<file path="config.mk">
export PLATFORM = sky130hd
export DESIGN_NAME = fair_bus_arbiter
export DESIGN_NICKNAME = d
export VERILOG_FILES = /design/src/rtl/fair_arb_pkg.sv /design/src/rtl/fair_arb_irq_sel.sv /design/src/rtl/fair_arb_lru.sv /design/src/rtl/fair_arb_tenure.sv /design/src/rtl/fair_bus_arbiter.sv
export SDC_FILE = /design/constraint.sdc
export NUM_CORES = 1
export LEC_CHECK = 0
export BUFFER_PORTS_ARGS = -buffer_cell sky130_fd_sc_hd__buf_2
export CORE_AREA = 4 4 100 111
export DETAILED_ROUTE_END_ITERATION = 7
export DIE_AREA = 0 0 104 115
export PLACE_DENSITY = 0.5
export SETUP_SLACK_MARGIN = 0.4
export SLEW_MARGIN = 10
export SYNTH_ARGS = -nofsm -noshare
export SYNTH_HDL_FRONTEND = slang
export SYNTH_SLANG_ARGS = --single-unit
</file>
<file path="constraint.sdc">
create_clock -name clk -period 6.5 [get_ports clk]
set_clock_uncertainty 0.2 [all_clocks]
set_input_delay 0.325 -clock clk [delete_from_list [all_inputs] [get_ports clk]]
set_output_delay 0.325 -clock clk [all_outputs]
set_load 0.005 [all_outputs]
</file>
<file path="src/rtl/fair_arb_pkg.sv">
package fair_arb_pkg;
  // Kind of decision taken at a clock edge
  typedef enum logic [1:0] {
    DEC_IDLE = 2'd0,
    DEC_KEEP = 2'd1,
    DEC_IRQ  = 2'd2,
    DEC_ARB  = 2'd3
  } arb_dec_e;
endpackage

</file>
<file path="src/rtl/fair_arb_irq_sel.sv">
module fair_arb_irq_sel #(
  parameter int N_REQ = 5
) (
  input  logic [N_REQ-1:0] urgent,
  output logic [N_REQ-1:0] win,
  output logic             any
);
  // Fixed priority: lowest index wins
  always_comb begin
    win = '0;
    for (int k = N_REQ - 1; k >= 0; k--) begin
      if (urgent[k]) win = N_REQ'(1) << k;
    end
  end

  assign any = |urgent;
endmodule

</file>
<file path="src/rtl/fair_arb_lru.sv">
module fair_arb_lru #(
  parameter int N_REQ = 5
) (
  input  logic             clk,
  input  logic             rst,
  input  logic [N_REQ-1:0] cand,
  input  logic             upd,
  input  logic [N_REQ-1:0] upd_win,
  output logic [N_REQ-1:0] win
);
  localparam int RW = (N_REQ > 1) ? $clog2(N_REQ) : 1;

  // Rank 0 is the oldest; ranks are always a permutation
  logic [RW-1:0] rank_q [N_REQ];
  logic [RW-1:0] win_rank;

  always_comb begin
    for (int k = 0; k < N_REQ; k++) begin
      win[k] = cand[k];
      for (int j = 0; j < N_REQ; j++) begin
        if (j != k && cand[j] && rank_q[j] < rank_q[k]) win[k] = 1'b0;
      end
    end
  end

  always_comb begin
    win_rank = '0;
    for (int k = 0; k < N_REQ; k++) begin
      if (upd_win[k]) win_rank = rank_q[k];
    end
  end

  always_ff @(posedge clk) begin
    if (rst) begin
      for (int k = 0; k < N_REQ; k++) rank_q[k] <= RW'(k);
    end else if (upd) begin
      for (int k = 0; k < N_REQ; k++) begin
        if (upd_win[k]) rank_q[k] <= RW'(N_REQ - 1);
        else if (rank_q[k] > win_rank) rank_q[k] <= rank_q[k] - RW'(1);
      end
    end
  end
endmodule

</file>
<file path="src/rtl/fair_arb_tenure.sv">
module fair_arb_tenure #(
  parameter int N_REQ = 5
) (
  input  logic             clk,
  input  logic             rst,
  input  logic [N_REQ-1:0] gnt_q,
  input  logic             start,
  input  logic             keep,
  output logic             expired
);
  localparam int CW = $clog2(N_REQ + 1);

  logic [CW-1:0]    cnt_q;
  logic [N_REQ-1:0] exp_vec;

  always_ff @(posedge clk) begin
    if (rst)        cnt_q <= '0;
    else if (start) cnt_q <= CW'(1);
    else if (keep)  cnt_q <= cnt_q + CW'(1);
    else            cnt_q <= '0;
  end

  // Master k+1 has a limit of k+1 cycles
  for (genvar k = 0; k < N_REQ; k++) begin : g_lim
    assign exp_vec[k] = gnt_q[k] && (cnt_q >= CW'(k + 1));
  end

  assign expired = |exp_vec;
endmodule

</file>
<file path="src/rtl/fair_bus_arbiter.sv">
module fair_bus_arbiter
  import fair_arb_pkg::*;
#(
  parameter int N_REQ = 5
) (
  input  logic             clk,
  input  logic             rst,
  input  logic [N_REQ-1:0] req,
  input  logic [N_REQ-1:0] irq,
  output logic [N_REQ-1:0] gnt
);
  logic [N_REQ-1:0] gnt_q, gnt_d;
  logic [N_REQ-1:0] irq_eff, irq_win, lru_win, cand;
  logic             irq_any, expired, keep_ok, start;
  arb_dec_e         dec;

  // The holder's own urgent line is masked out
  assign irq_eff = irq & ~gnt_q;

  fair_arb_irq_sel #(.N_REQ(N_REQ)) u_irq (
    .urgent (irq_eff),
    .win    (irq_win),
    .any    (irq_any)
  );

  fair_arb_tenure #(.N_REQ(N_REQ)) u_ten (
    .clk     (clk),
    .rst     (rst),
    .gnt_q   (gnt_q),
    .start   (start),
    .keep    (dec == DEC_KEEP),
    .expired (expired)
  );

  // Others first; an expiring holder only competes when it is alone
  always_comb begin
    cand = req & ~gnt_q;
    if (cand == '0) cand = req & gnt_q;
  end

  fair_arb_lru #(.N_REQ(N_REQ)) u_lru (
    .clk     (clk),
    .rst     (rst),
    .cand    (cand),
    .upd     (start),
    .upd_win (gnt_d),
    .win     (lru_win)
  );

  assign keep_ok = (|(req & gnt_q)) && !expired;

  always_comb begin
    dec   = DEC_IDLE;
    gnt_d = '0;
    start = 1'b0;
    if (irq_any) begin
      dec   = DEC_IRQ;
      gnt_d = irq_win;
      start = 1'b1;
    end else if (keep_ok) begin
      dec   = DEC_KEEP;
      gnt_d = gnt_q;
    end else if (|cand) begin
      dec   = DEC_ARB;
      gnt_d = lru_win;
      start = 1'b1;
    end
  end

  always_ff @(posedge clk) begin
    if (rst) gnt_q <= '0;
    else     gnt_q <= gnt_d;
  end

  assign gnt = gnt_q;
endmodule

</file>
==> flow_metrics.tcl <==
set metrics [dict create \
    status "complete, no violations" \
    gp_congestion 0.858 \
    critical_path_required_ns 6.35 \
    dieArea_mm2 0.0120 \
    synthesis.nets 392 \
    cp.arrival_ns 5.40 \
    drcViolationCount 0 \
    grt_pass1_vias 2682 \
    drive_gt1_share_pct 13.7 \
    syn_inst 332 \
    path_clk_slew_ns 0.10 \
    hold_viol 0 \
    io_pins 17 \
    power_switching_share_pct 50.6 \
    setup-tns-final_ns 0 \
    clock_path_buffers 2 \
    grt_use_met1_pct 18.7 \
    worstMarginPinSlew_ns 0.733 \
    fin_crit_sh_pct 85.4 \
    powerDensity_mw_per_mm2 393 \
    top_usage_layer "met2" \
    clock-root-buffer "clkbuf_8" \
    switchingPower_w 0.000630 \
    cp_common_cell "o21ai_0" \
    met2_usage_pct 26.6 \
    end_kind "register" \
    seq_area_frac_synth_pct 20.7 \
    rows 38 \
    avgViaCountPerCell 5.67 \
    cp_top_family "simple AND/OR/NAND/NOR gates" \
    core-area_mm2 0.00989 \
    finalWirelength_um 8640 \
    die_width_um 104 \
    finalPower_w 0.00124 \
    setup_viol 0 \
    ys.flop_type "edfxtp_1" \
    cts-htree-levels 1 \
    nets 404 \
    slowest_stage "or4_1" \
    ys_seq_elements 23 \
    clkLatencyLatePin_ns 0.28 \
    p_comb_share_pct 68.5 \
    wl_per_cell_um 18.7 \
    synthDistinctLibCells 70 \
    grt_max_degree 20 \
    critical_path_buf_inv_count 0 \
    portBuffers 16 \
    period_needed_ns 5.55 \
    cts_made_buffers 3 \
    ys_async_sr_fraction_pct 0 \
    die_h_um 115 \
    slew_violations 0 \
    seqCellArea_um2 611 \
    initial_core_util_pct 29.8 \
    path_cells "nor2b_1 > nor4_4 > and2_1 > nand4b_1 > o21ai_0 > o311ai_0 > o21ai_0 > mux2i_1 > a21oi_1 > ha_1 > a21boi_0 > o211ai_1 > a311oi_1 > mux2_2 > or4_1 > and3_1" \
    drtIter0Drc 154 \
    clock_sinks 23 \
    synth.avg_cell_area_um2 8.86 \
    synth_area_mm2 0.00294 \
    rsz0062_at_grt "false" \
    cap_violations 0 \
    fmax_mhz 180 \
    fillers 1043 \
    via_count 2626 \
    internal_power_w 0.000615 \
    crit_path_start_kind "register" \
    hold_path.class "in2reg" \
    diodes 0 \
    path_class "reg2reg" \
    area.growth.synth_to_final_pct 7.61 \
    fin_area_mm2 0.00317 \
    p_leak_nw 1.32 \
    grt_overflow_total 0 \
    cts_tree "yes" \
    drt_pass1_iterations 4 \
    use_met3_pct 2.25 \
    clockPowerShare_pct 7.7 \
    antenna_found_initial 0 \
    slew_headroom_pct 51.0 \
    critPathMaxFanout 10 \
    slowest_delay_ns 0.65 \
    hpwlAfterDp_um 6800 \
    synth_edf_count 15 \
    grt_pass1_wl_um 14300 \
    seqPwrFrac_pct 23.9 \
    final_cells 463 \
    yosysWarnings 0 \
    post_dp_cell_area_mm2 0.00312 \
    max-vdd-ir-drop_v 0.000171 \
    dp_cells 459 \
    grt_use_total_pct 14.7 \
    postCtsSetupRepairBufs 0 \
    utilization_pct 32.0 \
    multi_input_area_mm2 0.00218 \
    drtAntennaViolNets 0 \
]
==> per-layer routing <==
metal	part of all wire [%]	routed length, um
met5	0	0
met4	1.1	93
met3	3.1	264
met2	49	4250
met1	47	4040
==> sequential cells by signal, summed over array words and instances, names as in the netlist <==
signal / count
gnt: 5
u_ten.cnt_q: 3
u_lru.rank_q: 15
==> cell usage after synthesis, types with 3 or more instances <==
| master | count | area (um^2) |
|---|---|---|
| nand2b_1 | 4 | 25.0 |
| inv_1 | 22 | 82.6 |
| ha_1 | 48 | 601 |
| o21ai_0 | 13 | 65.1 |
| dfxtp_1 | 8 | 160 |
| mux2i_1 | 4 | 40.0 |
| buf_2 | 3 | 15.0 |
| edfxtp_1 | 15 | 450 |
| nor2_1 | 26 | 97.6 |
| nor3_1 | 4 | 20.0 |
| nand3b_1 | 5 | 37.5 |
| o211a_1 | 5 | 50.1 |
| xor2_1 | 3 | 26.3 |
| nor2b_1 | 11 | 68.8 |
| clkbuf_1 | 3 | 11.3 |
| o211ai_1 | 9 | 67.6 |
| nand2_1 | 19 | 71.3 |
| a31o_2 | 3 | 26.3 |
| nand4_1 | 6 | 37.5 |
| a32oi_1 | 3 | 26.3 |
| a31oi_1 | 6 | 37.5 |
| nor2b_2 | 3 | 26.3 |
| and3_1 | 4 | 25.0 |
| o21a_1 | 5 | 37.5 |
| o41a_1 | 3 | 33.8 |
| nand3_1 | 17 | 85.1 |
| a21oi_1 | 19 | 95.1 |
| a21o_1 | 4 | 30.0 |
==> final timing paths <==
path                        from                 end  slack (ns)  depth (start not counted)
hold / removal               rst              gnt[2]        0.23                          2
setup / recovery          gnt[0]  u_lru.rank_q[0][2]        0.95                         16
setup reg to reg          gnt[0]  u_lru.rank_q[0][2]        0.95                         16
hold reg to reg   u_ten.cnt_q[2]      u_ten.cnt_q[2]        0.38                          3
==> cells by family after synthesis <==
kind of cell	count (synthesis)	share of synthesized area (%)
AND/OR/NAND/NOR	111	20.8
AO/OA/AOI/OAI	106	29.3
adder cells (fa/ha/maj)	48	20.4
buffers and inverters	33	5.14
flip-flops	23	20.7
multiplexers	6	2.13
XOR/XNOR	5	1.49
==> stage by stage <==
stage,hold WS (ns),setup WS (ns)
after floorplan,0.203,1.89
after global placement,0.365,0.799
after detailed placement,0.369,0.711
after CTS,0.227,0.734
after global routing,0.255,0.564
final,0.228,0.949
==> cells in the final DEF, fill, tap and decap left out, types with 3 or more instances in the layout <==
master	instances
o211a_1	5
a21oi_1	19
nor2b_1	11
a31o_2	3
o211ai_1	9
nor2b_2	3
edfxtp_1	15
nor3_1	4
nand2_1	19
nand3_1	17
o41a_1	3
inv_1	22
nor2_1	26
mux2i_1	4
a32oi_1	3
nand3b_1	5
clkbuf_8	3
xor2_1	3
o21ai_0	13
nand4_1	6
buf_2	16
and3_1	4
o21a_1	5
a21o_1	4
a31oi_1	6
nand2b_1	4
dfxtp_1	8
ha_1	48
==> layout make-up <==
class / count / area share [%]
Inverter: 22 / 2.61
Clock inverter: 1 / 0.158
Sequential cell: 23 / 19.3
Multi-Input combinational cell: 276 / 68.9
Tap cell: 120 / 4.74
Timing Repair Buffer: 18 / 3.00
Clock buffer: 3 / 1.30
==> timing repair <==
action	in CTS	in global routing
endpoints found under the setup margin	0	1
gates resized for setup	0	1
hold buffers	0	0
==> worst reg2reg max path: stages, from the launching register on <==
cell      delay, ns
dfxtp_1        0.58
nor2b_1        0.20
nor4_4         0.39
and2_1         0.39
nand4b_1       0.21
o21ai_0        0.42
o311ai_0       0.18
o21ai_0        0.11
mux2i_1        0.09
a21oi_1        0.53
ha_1           0.39
a21boi_0       0.14
o211ai_1       0.23
a311oi_1       0.08
mux2_2         0.32
or4_1          0.65
and3_1         0.23
==> power by group through the flow <==
stage,Sequential (W),Combinational (W),Clock (W)
after floorplan,0.000261,0.000658,0
after global placement,0.000300,0.000829,0
after detailed placement,0.000301,0.000848,0
after CTS,0.000297,0.000855,0.0000993
after global routing,0.000303,0.000975,0.000105
final,0.000297,0.000852,0.0000953
Note: power is estimated with default switching activity, not from simulation.
